==> config.mk <==
export PLATFORM = sky130hd
export DESIGN_NAME = dreq_bridge
export DESIGN_NICKNAME = d
export VERILOG_FILES = /design/src/rtl/dreq_pkg.sv /design/src/rtl/dreq_fifo.sv /design/src/rtl/dreq_host_regs.sv /design/src/rtl/dreq_chan.sv /design/src/rtl/dreq_bridge.sv
export SDC_FILE = /design/constraint.sdc
export NUM_CORES = 1
export LEC_CHECK = 0
export ABC_AREA = 1
export BUFFER_PORTS_ARGS = -buffer_cell sky130_fd_sc_hd__buf_2
export CORE_MARGIN = 5
export CORE_UTILIZATION = 40
export CTS_CLUSTER_SIZE = 16
export DETAILED_ROUTE_END_ITERATION = 6
export PLACE_DENSITY = 0.68
export SLEW_MARGIN = 20
export SYNTH_ARGS = -nofsm -noshare
export SYNTH_HDL_FRONTEND = slang
export SYNTH_SLANG_ARGS = --single-unit
==> constraint.sdc <==
create_clock -name clk -period 8.35 [get_ports clk]
set_clock_uncertainty 0.15 [all_clocks]
set_input_delay 0.835 -clock clk [delete_from_list [all_inputs] [get_ports clk]]
set_output_delay 0.835 -clock clk [all_outputs]
set_load 0.05 [all_outputs]
==> src/rtl/dreq_pkg.sv <==
package dreq_pkg;

  typedef enum logic [1:0] {
    HREG_CTRL = 2'd0,
    HREG_LEN  = 2'd1,
    HREG_PORT = 2'd2
  } hreg_e;

  typedef enum logic [2:0] {
    PREG_SRC = 3'd0,
    PREG_DST = 3'd1,
    PREG_CNT = 3'd2,
    PREG_CTL = 3'd3,
    PREG_OP  = 3'd4
  } preg_e;

  localparam logic [1:0] CH_MODE_FIFO = 2'd1;
  localparam int         CH_END_BIT   = 1;
  localparam int         HCTL_EN_BIT  = 0;

endpackage

==> src/rtl/dreq_fifo.sv <==
module dreq_fifo #(
  parameter int W     = 16,
  parameter int DEPTH = 8,
  localparam int PW   = (DEPTH > 1) ? $clog2(DEPTH) : 1,
  localparam int CW   = $clog2(DEPTH + 1)
) (
  input  logic          clk,
  input  logic          rst_n,
  input  logic          push,
  input  logic [W-1:0]  wdata,
  input  logic          pop,
  input  logic          clear,
  output logic [CW-1:0] level,
  output logic [W-1:0]  head
);

  logic [W-1:0]  mem [DEPTH];
  logic [PW-1:0] wr_ptr, rd_ptr;
  logic          do_push, do_pop;

  function automatic logic [PW-1:0] bump(input logic [PW-1:0] p);
    return (p == PW'(DEPTH - 1)) ? '0 : p + PW'(1);
  endfunction

  assign do_push = push && (level != CW'(DEPTH));
  assign do_pop  = pop && (level != '0);
  assign head    = mem[rd_ptr];

  always_ff @(posedge clk) begin
    if (do_push && !clear) mem[wr_ptr] <= wdata;
  end

  always_ff @(posedge clk) begin
    if (!rst_n) begin
      wr_ptr <= '0;
      rd_ptr <= '0;
      level  <= '0;
    end else if (clear) begin
      wr_ptr <= '0;
      rd_ptr <= '0;
      level  <= '0;
    end else begin
      if (do_push) wr_ptr <= bump(wr_ptr);
      if (do_pop)  rd_ptr <= bump(rd_ptr);
      level <= level + CW'(do_push) - CW'(do_pop);
    end
  end

  p_level_bound_r7: assert property (@(posedge clk) disable iff (!rst_n)
    level <= CW'(DEPTH));

endmodule

==> src/rtl/dreq_host_regs.sv <==
module dreq_host_regs
  import dreq_pkg::*;
#(
  parameter int HW    = 16,
  parameter int DEPTH = 8,
  localparam int CW   = $clog2(DEPTH + 1)
) (
  input  logic          clk,
  input  logic          rst_n,
  input  logic          wr,
  input  logic [1:0]    sel,
  input  logic [HW-1:0] wdata,
  input  logic          busy,
  input  logic [CW-1:0] level,
  input  logic          len_dec,
  input  logic          drain_done,
  output logic          xfer_en,
  output logic          full,
  output logic [HW-1:0] len,
  output logic          push
);

  logic wr_ctrl, wr_len, wr_port;

  assign wr_ctrl = wr && (sel == HREG_CTRL);
  assign wr_len  = wr && (sel == HREG_LEN);
  assign wr_port = wr && (sel == HREG_PORT);
  assign push    = wr_port && xfer_en && !busy && (level != CW'(DEPTH));

  always_ff @(posedge clk) begin
    if (!rst_n) begin
      xfer_en <= 1'b0;
      full    <= 1'b0;
      len     <= '0;
    end else begin
      if (wr_ctrl)                         xfer_en <= wdata[HCTL_EN_BIT];
      else if (drain_done && len == '0)    xfer_en <= 1'b0;

      if (drain_done)                                full <= 1'b0;
      else if (push && level == CW'(DEPTH - 1))      full <= 1'b1;

      if (wr_len)       len <= {wdata[HW-1:2], 2'b00};
      else if (len_dec) len <= len - HW'(1);
    end
  end

  p_len_align_r2: assert property (@(posedge clk) disable iff (!rst_n)
    wr_len |=> len[1:0] == 2'b00);

  p_en_clear_r5: assert property (@(posedge clk) disable iff (!rst_n)
    (drain_done && len == '0 && !wr_ctrl) |=> !xfer_en);

  p_full_keep_r10: assert property (@(posedge clk) disable iff (!rst_n)
    (wr_ctrl && !drain_done) |=> full == $past(full));

endmodule

==> src/rtl/dreq_chan.sv <==
module dreq_chan
  import dreq_pkg::*;
#(
  parameter int AW                  = 32,
  parameter int CNT_BITS            = 24,
  parameter int BURST               = 4,
  parameter int DEPTH               = 8,
  parameter logic [AW-1:0] PORT_ADDR = 32'h2000_4012,
  localparam int CW                 = $clog2(DEPTH + 1),
  localparam logic [AW-1:0] CNT_MASK = AW'((64'd1 << CNT_BITS) - 64'd1)
) (
  input  logic          clk,
  input  logic          rst_n,
  input  logic          p_wr,
  input  logic [2:0]    p_sel,
  input  logic [AW-1:0] p_wdata,
  input  logic          host_xfer_en,
  input  logic          push,
  input  logic [CW-1:0] level,
  input  logic          mem_ready,
  output logic          mem_valid,
  output logic          pop,
  output logic          len_dec,
  output logic          drain_done,
  output logic          busy,
  output logic [AW-1:0] dst,
  output logic [AW-1:0] cnt,
  output logic [AW-1:0] ctl
);

  logic [AW-1:0] src;
  logic          op_en;
  logic          push_evt, cfg_evt;
  logic          aligned, armed, start, fire, finish, end_hit;
  logic          wr_src, wr_dst, wr_cnt, wr_ctl, wr_op;

  assign wr_src = p_wr && (p_sel == PREG_SRC);
  assign wr_dst = p_wr && (p_sel == PREG_DST);
  assign wr_cnt = p_wr && (p_sel == PREG_CNT);
  assign wr_ctl = p_wr && (p_sel == PREG_CTL);
  assign wr_op  = p_wr && (p_sel == PREG_OP);

  assign aligned = (level != '0) && ((int'(level) % BURST) == 0);
  assign armed   = (ctl[1:0] == CH_MODE_FIFO) && op_en;
  assign start   = !busy && aligned && armed &&
                   ((push_evt && host_xfer_en) || (cfg_evt && src == PORT_ADDR));

  assign mem_valid  = busy && (level != '0) && (cnt != '0);
  assign fire       = mem_valid && mem_ready;
  assign finish     = busy && !mem_valid;
  assign end_hit    = finish && (cnt == '0);
  assign pop        = fire;
  assign len_dec    = fire;
  assign drain_done = finish;

  always_ff @(posedge clk) begin
    if (!rst_n) begin
      busy     <= 1'b0;
      push_evt <= 1'b0;
      cfg_evt  <= 1'b0;
      src      <= '0;
      op_en    <= 1'b0;
      ctl      <= '0;
      dst      <= '0;
      cnt      <= '0;
    end else begin
      push_evt <= push;
      cfg_evt  <= wr_ctl || wr_op;

      if (start)       busy <= 1'b1;
      else if (finish) busy <= 1'b0;

      if (wr_src) src   <= p_wdata;
      if (wr_op)  op_en <= p_wdata[0];

      if (wr_ctl)       ctl <= p_wdata | (end_hit ? (AW'(1) << CH_END_BIT) : '0);
      else if (end_hit) ctl[CH_END_BIT] <= 1'b1;

      if (fire)                 dst <= dst + AW'(2);
      else if (wr_dst && !busy) dst <= p_wdata;

      if (start)                cnt <= cnt & CNT_MASK;
      else if (fire)            cnt <= cnt - AW'(1);
      else if (wr_cnt && !busy) cnt <= p_wdata;
    end
  end

  p_dst_step_r4: assert property (@(posedge clk) disable iff (!rst_n)
    fire |=> dst == $past(dst) + AW'(2));

  p_cnt_step_r4: assert property (@(posedge clk) disable iff (!rst_n)
    fire |=> cnt == $past(cnt) - AW'(1));

  p_end_flag_r6: assert property (@(posedge clk) disable iff (!rst_n)
    (end_hit && !wr_ctl) |=> ctl[CH_END_BIT]);

  p_cnt_range_r9: assert property (@(posedge clk) disable iff (!rst_n)
    busy |-> (cnt & ~CNT_MASK) == '0);

  p_hold_r11: assert property (@(posedge clk) disable iff (!rst_n)
    (mem_valid && !mem_ready) |=> mem_valid && $stable(dst));

  p_locked_r12: assert property (@(posedge clk) disable iff (!rst_n)
    (busy && !fire) |=> (dst == $past(dst)) && (cnt == $past(cnt)));

endmodule

==> src/rtl/dreq_bridge.sv <==
module dreq_bridge
  import dreq_pkg::*;
#(
  parameter int AW                   = 32,
  parameter int HW                   = 16,
  parameter int DEPTH                = 8,
  parameter int BURST                = 4,
  parameter int CNT_BITS             = 24,
  parameter logic [AW-1:0] PORT_ADDR = 32'h2000_4012
) (
  input  logic          clk,
  input  logic          rst_n,
  input  logic          h_wr,
  input  logic [1:0]    h_sel,
  input  logic [HW-1:0] h_wdata,
  input  logic          p_wr,
  input  logic [2:0]    p_sel,
  input  logic [AW-1:0] p_wdata,
  output logic          mem_valid,
  input  logic          mem_ready,
  output logic [AW-1:0] mem_addr,
  output logic [HW-1:0] mem_data,
  output logic          host_xfer_en,
  output logic          host_full,
  output logic [HW-1:0] host_len,
  output logic [AW-1:0] ch_dst,
  output logic [AW-1:0] ch_count,
  output logic [AW-1:0] ch_ctrl
);

  localparam int CW = $clog2(DEPTH + 1);

  logic [CW-1:0] level;
  logic          push, pop, len_dec, drain_done, busy;

  dreq_host_regs #(.HW(HW), .DEPTH(DEPTH)) u_host (
    .clk        (clk),
    .rst_n      (rst_n),
    .wr         (h_wr),
    .sel        (h_sel),
    .wdata      (h_wdata),
    .busy       (busy),
    .level      (level),
    .len_dec    (len_dec),
    .drain_done (drain_done),
    .xfer_en    (host_xfer_en),
    .full       (host_full),
    .len        (host_len),
    .push       (push)
  );

  dreq_fifo #(.W(HW), .DEPTH(DEPTH)) u_fifo (
    .clk   (clk),
    .rst_n (rst_n),
    .push  (push),
    .wdata (h_wdata),
    .pop   (pop),
    .clear (drain_done),
    .level (level),
    .head  (mem_data)
  );

  dreq_chan #(
    .AW(AW), .CNT_BITS(CNT_BITS), .BURST(BURST), .DEPTH(DEPTH), .PORT_ADDR(PORT_ADDR)
  ) u_chan (
    .clk          (clk),
    .rst_n        (rst_n),
    .p_wr         (p_wr),
    .p_sel        (p_sel),
    .p_wdata      (p_wdata),
    .host_xfer_en (host_xfer_en),
    .push         (push),
    .level        (level),
    .mem_ready    (mem_ready),
    .mem_valid    (mem_valid),
    .pop          (pop),
    .len_dec      (len_dec),
    .drain_done   (drain_done),
    .busy         (busy),
    .dst          (ch_dst),
    .cnt          (ch_count),
    .ctl          (ch_ctrl)
  );

  assign mem_addr = ch_dst;

  p_full_level_r7: assert property (@(posedge clk) disable iff (!rst_n)
    host_full |-> (level == CW'(DEPTH)) || busy);

  p_push_gate_r1: assert property (@(posedge clk) disable iff (!rst_n)
    (h_wr && h_sel == HREG_PORT && !host_xfer_en && !busy) |=> level == $past(level));

  p_data_hold_r11: assert property (@(posedge clk) disable iff (!rst_n)
    (mem_valid && !mem_ready) |=> $stable(mem_data) && $stable(mem_addr));

endmodule

# --- After elaboration in Yosys (flattened, before gate mapping) ---
# Memories as Yosys holds them, arrays and structs flattened. A register that Yosys moved wholly into a read port is not among the register bits.
# Cells that the tools add are included.
totals:
  mem_bits_rw: 128
  regBits: 160
  out_inout_bits: 163
  word_cells: 111
  n_memories: 1
memory_table:
  columns: ["memory", "words", "word_bits", "rd", "rd_clocked_by_memory_dff", "wr", "line", "rtl"]
  rows:
  - ["u_fifo.mem", 8, 16, 1, 1, 1, "dreq_fifo.sv:17", "logic [W-1:0] mem [DEPTH];"]
op_classes:
  bitwise_logic: 3
  reduce_logical: 52
  n_eq_ne: 12
  n_addsub: 7
  mux: 19
ops:
  columns: ["operator", "n"]
  rows:
  - ["32-bit 2-to-1 mux", 4]
  - ["32-bit logical NOT", 2]
  - ["32-bit by 2-bit adder with 32-bit output, second input constant", 1]
  - ["32-bit by 30-bit == test with 1-bit output, second input constant", 1]
  - ["16-bit 2-to-1 mux", 2]
  - ["32-bit bitwise OR", 1]
  - ["32-bit nonzero test", 1]
  - ["32-bit by 1-bit subtractor with 32-bit output, second input constant", 1]
  - ["1-bit logical AND", 30]
  - ["16-bit logical NOT", 1]
  - ["16-bit by 1-bit subtractor with 16-bit output, second input constant", 1]
  - ["3-bit 2-to-1 mux", 4]
  - ["2-bit nonzero test", 6]
  - ["3-bit == test, second input constant", 3]
  - ["1-bit 2-to-1 mux", 8]
  - ["3-bit by 1-bit adder with 3-bit output, second input constant", 2]
  - ["3-bit by 2-bit == test with 1-bit output, second input constant", 2]
  - ["2-bit OR reduction", 3]
  - ["4-bit by 1-bit adder with 4-bit output", 1]
  - ["2-bit by 1-bit == test with 1-bit output, second input constant", 2]
  - ["4-bit by 3-bit == test with 1-bit output, second input constant", 1]
  - ["4-bit != test, second input constant", 1]
  - ["4-bit nonzero test", 1]
  - ["4-bit by 1-bit subtractor with 4-bit output", 1]
  - ["other kinds (9)", 13]

# --- Depth between registers and ports, before layout ---
depth:
  ltp_word: 9
  depth_mapped: 17
  mapped_depth_nobuf: 16

# --- Cells and area by module ---
# A second synthesis with hierarchy kept.
unflattened:
  hier_cells: 2156
  hier_area_um2: 15437.3
by_module_without_submodules:
  columns: ["mod", "area_each_um2", "cells_each", "n_inst"]
  rows:
  - ["dreq_chan", 7593.5, 1273, 1]
  - ["dreq_fifo", 6307.3, 647, 1]
  - ["dreq_host_regs", 1296.2, 204, 1]
  - ["dreq_bridge", 240.2, 32, 1]

# --- Worst setup path before layout ---
# Ideal clock, no wire load.
synth_path:
  path_kind: "in2reg"
  startpoint: "input port h_sel[1]"
  endpoint: "memory u_fifo.mem[0][0] (enable)"
  setup_slack_ps: 5225
  required_ps: 7791
  cell_stages: 6
  arrival_ps: 2566
  cell_sequence: "nand3_1 nor3_1 nand2_1 inv_1 nand2_1 nor3_1"
synth_between:
  elab_chain_len: 9
synth_rtl:
  columns: ["element", "line", "rtl"]
  rows:
  - ["from (decl)", "dreq_bridge.sv:14", "input logic [1:0] h_sel,"]
  - ["2-bit == test", "dreq_host_regs.sv:27", "assign wr_port = wr && (sel == HREG_PORT);"]
  - ["1-bit logical AND", "dreq_host_regs.sv:27", null]
  - ["1-bit logical AND (3 in series)", "dreq_host_regs.sv:28", "assign push = wr_port && xfer_en && !busy && (level != CW'(DEPTH));"]
  - ["named net push", "dreq_bridge.sv:34", "logic push, pop, len_dec, drain_done, busy;"]
  - ["1-bit logical AND", "dreq_fifo.sv:25", "assign do_push = push && (level != CW'(DEPTH));"]
  - ["1-bit logical AND", "dreq_fifo.sv:30", "if (do_push && !clear) mem[wr_ptr] <= wdata;"]
  - ["1-bit 2-to-1 mux", "dreq_fifo.sv:30", null]
  - ["1-bit 2-to-1 mux (implied by the code)", "dreq_fifo.sv:30", null]
  - ["to (decl)", "dreq_fifo.sv:17", null]
# The timed path passes the listed nets, and every way through them passes these cells.

==> run summary <==
status: complete, no violations
worst skew pair latency: 0.51 ns
Worst Reg-to-Reg Cells: 14
CP arrival: 2.94 ns
r2r setup slk: 4.92 ns
slowest stage delay, CP: 0.83 ns
CTS Root Cell: clkbuf_16
Peak Freq: 0.2550 GHz
worst slew pin tran: 1.102 ns
pwr/cell area: 202.6 nW/µm²
Hold Crit Endpoint: u_host.full$_SDFFE_PP0P_
endpoints failing hold: 0
yosys synthesis warning count: 0
Tcrit/Tclk final: 46.96%
Final Max Tran Viols: 0
Reg power frac: 45.2%
largest net degree at the start of global routing: 86
Yosys cell types: 34
Yosys top cell by area: edfxtp_1
antenna diode count: 0
Int Power: 2.509 mW
Post-Route WL: 43420 µm
vias in the first global route: 12620
PostCTS Resize Cnt: 0
hold path start: u_host.full$_SDFFE_PP0P_
Placeable Area: 35570 µm²
Net Sw Frac: 26.10%
DIE WIDTH: 199.9 µm
Hold Buf Count CTS: 0
Initial Utilization: 40.55%
GPL Wtd Cong: 0.9098
Seq/Total Area, Yosys: 49.28%
Final min period: 3.921 ns
CTS sink cnt: 291
routed via count: 13110
detailed placement HPWL: 29740 µm
Leak: 7.579 nW
Critical Path End Type: output port
Final Util: 47.11%
remaining antenna violation count: 0
DIE AREA: 39950 µm²
CP Launch Type: flop
Pre-antenna DRT Iters: 5
Crit Reg-Reg Endpoint: u_chan.cnt[3]$_SDFFE_PN0P_
die height: 199.9 µm
Combinational Power Share: 10.9%
Post-Syn Area per Cell: 7.496 µm²
Max-cap violations: 0
initial antenna violation count: 2
most common cell in the netlist: nand2_1
Post-synth top cells: 456 x nand2_1, 454 x nor2_1, 165 x o21ai_0
Remaining DRCs: 0
Reg clk slew, reported paths: 0.06 ns
Relative slew margins: 26.33%
syn nets: 1997
endpoints failing setup: 0
PnR Total Power: 3.395 mW
Crit-path slowest cell: inv_1
# H-tree levels: 2
peak supply drop: 0.0001530 V
total congestion overflow: 0
All-Layer GR Usage: 21.11%
DR WL/cell: 16.93 µm
Syn-to-layout area delta: 16.19%
crit-path cells: buf_4 > inv_1 > o21ai_0 > o22ai_1 > nor2_1 > a31oi_1 > buf_2
global-route wire length before repair: 67540 µm
RSZ-0062 raised after global routing: no
Final Hold Slack: 0.2991 ns
vias per inst: 5.112
Num CTS Buffers: 34
CTS tree: yes
site row count: 69
post-synthesis cell area: 14420 µm²
CP top delay family: buffers and inverters
Final nets: 2152
prevailing post-synth register cell: dfxtp_1
Longest Clk Path Bufs: 3
worst-path fanout max: 33
NetSw: 885.9 µW
Worst EP required: 7.36 ns
area share of the largest cell type after synthesis: 26.65%
ys async rst share: 0%
number of post-CTS setup repair buffers: 0
Hold Path Depth: 2
synthesized flop and latch total: 291
CP Class: reg -> out
r2r startpoint: u_chan.cnt[0]$_SDFFE_PN0P_
WP depth: 7
CP bufs+invs: 3
proportion of power drawn by the clock network: 44.0%
# IOs: 221
setup TNS: 0 ns
HP Class: reg -> reg
Post-synth EDFFs: 128
drt initial violations: 852
layout cell share with drive strength beyond 1: 14.60%
input/output buffers: 220
Area contributors post-synth: edfxtp_1 27%, dfxtp_1 23%, nand2_1 12%, nor2_1 12%, o21ai_0 5.7%
Cells after Synth: 1924
[layer usage]
layer | share of wire (%) | track usage, % | wire length [µm] | up-vias
met5 | 0.074 | 0 | 32 | -
met4 | 3.1 | 6.767 | 1339 | 4
met3 | 7.1 | 3.743 | 3086 | 86
met2 | 49 | 36.64 | 21060 | 482
met1 | 41 | 26.86 | 17900 | 6038
li1 | - | - | - | 6498
[area by class of cell]
type / count / area (µm²)
multi-input combinational: 1384 / 6245
sequential: 291 / 7108
tap: 461 / 576.8
inverter: 137 / 514.2
timing repair buffer: 231 / 1186
clock buffer: 45 / 953.4
fill: 3532 / 18810
clock inverter: 15 / 173.9
[worst register-to-register path: stages (launching register included)]
cell,delay [ns]
dfxtp_1,0.31
inv_1,0.13
ha_1,0.29
nand2_1,0.10
nor2_1,0.10
nand2_1,0.10
nor2_2,0.13
nand2_2,0.08
nand3_4,0.07
buf_4,0.71
nand2_1,0.15
nand2_2,0.70
nand2_1,0.14
nand2_1,0.11
nor2_1,0.05
[how the worst max path moves through the flow]
stage	start	endpoint
2_1_floorplan	h_sel[1]	u_fifo.mem[0][0]$_DFFE_PP_
3_3_place_gp	p_sel[0]	u_chan.ctl[25]$_SDFFE_PN0P_
3_5_place_dp	p_sel[0]	u_chan.ctl[24]$_SDFFE_PN0P_
4_1_cts	flop	mem_data[14]
5_1_grt	flop	mem_data[11]
6_report	flop	mem_data[13]
[logic make-up after synthesis]
group                    after synthesis  share of synthesized area, %
buffers and inverters                249                         7.825
AO/OA/AOI/OAI                        244                         8.805
adder cells (fa/ha/maj)               15                         1.353
XOR/XNOR                              38                         2.308
flip-flops                           291                         49.28
AND/OR/NAND/NOR                     1087                         30.43
[power by group through the flow]
stage               registers (mW)  clock network, mW  logic (mW)
global placement              1.56                  0       0.361
global route                  1.54               1.57       0.407
detailed placement            1.56                  0       0.366
CTS                           1.53               1.52       0.368
finish                        1.53               1.49       0.368
floorplan                     1.62                  0       0.203
[through the flow]
stage / instances / worst slack (ns) / instance area (µm²)
2_1_floorplan: 1924 / 5.225 / 14420
6_report: 2564 / 4.429 / 16760
5_1_grt: 2564 / 4.163 / 16760
3_5_place_dp: 2504 / 4.543 / 15620
3_3_place_gp: 2504 / 4.590 / 15620
4_1_cts: 2564 / 4.405 / 16740
[state kept, by name, indices dropped and copies added (netlist names), named ones only]
signal	flops
u_chan.busy	1
u_chan.cfg_evt	1
u_chan.cnt	32
u_chan.ctl	32
u_chan.dst	32
u_chan.op_en	1
u_chan.push_evt	1
u_chan.src	32
u_fifo.level	4
u_fifo.mem	128
u_fifo.rd_ptr	3
u_fifo.wr_ptr	3
u_host.full	1
u_host.len	16
u_host.xfer_en	1
[cells in the final DEF, fill, tap and decap left out, types with 2 or more instances in the layout]
cell type and count:
nand2_1 456, nor2_1 450, buf_2 219, o21ai_0 165
dfxtp_1 162, nand3_1 132, inv_1 130, edfxtp_1 128
a21oi_1 43, clkbuf_16 35, xor2_1 31, a31oi_1 17
o22ai_1 16, nand3b_1 16, ha_1 14, buf_4 12
nand4_1 9, xnor2_1 7, clkinv_1 6, clkbuf_1 6
clkinv_2 6, nor2_2 5, nand2_2 4, nor2_4 4
clkbuf_8 4, nor3_1 3, inv_2 3, nor3_2 3
bufinv_16 3, nor3_4 2, clkinv_8 2
Power figures use the tool's default switching activity.
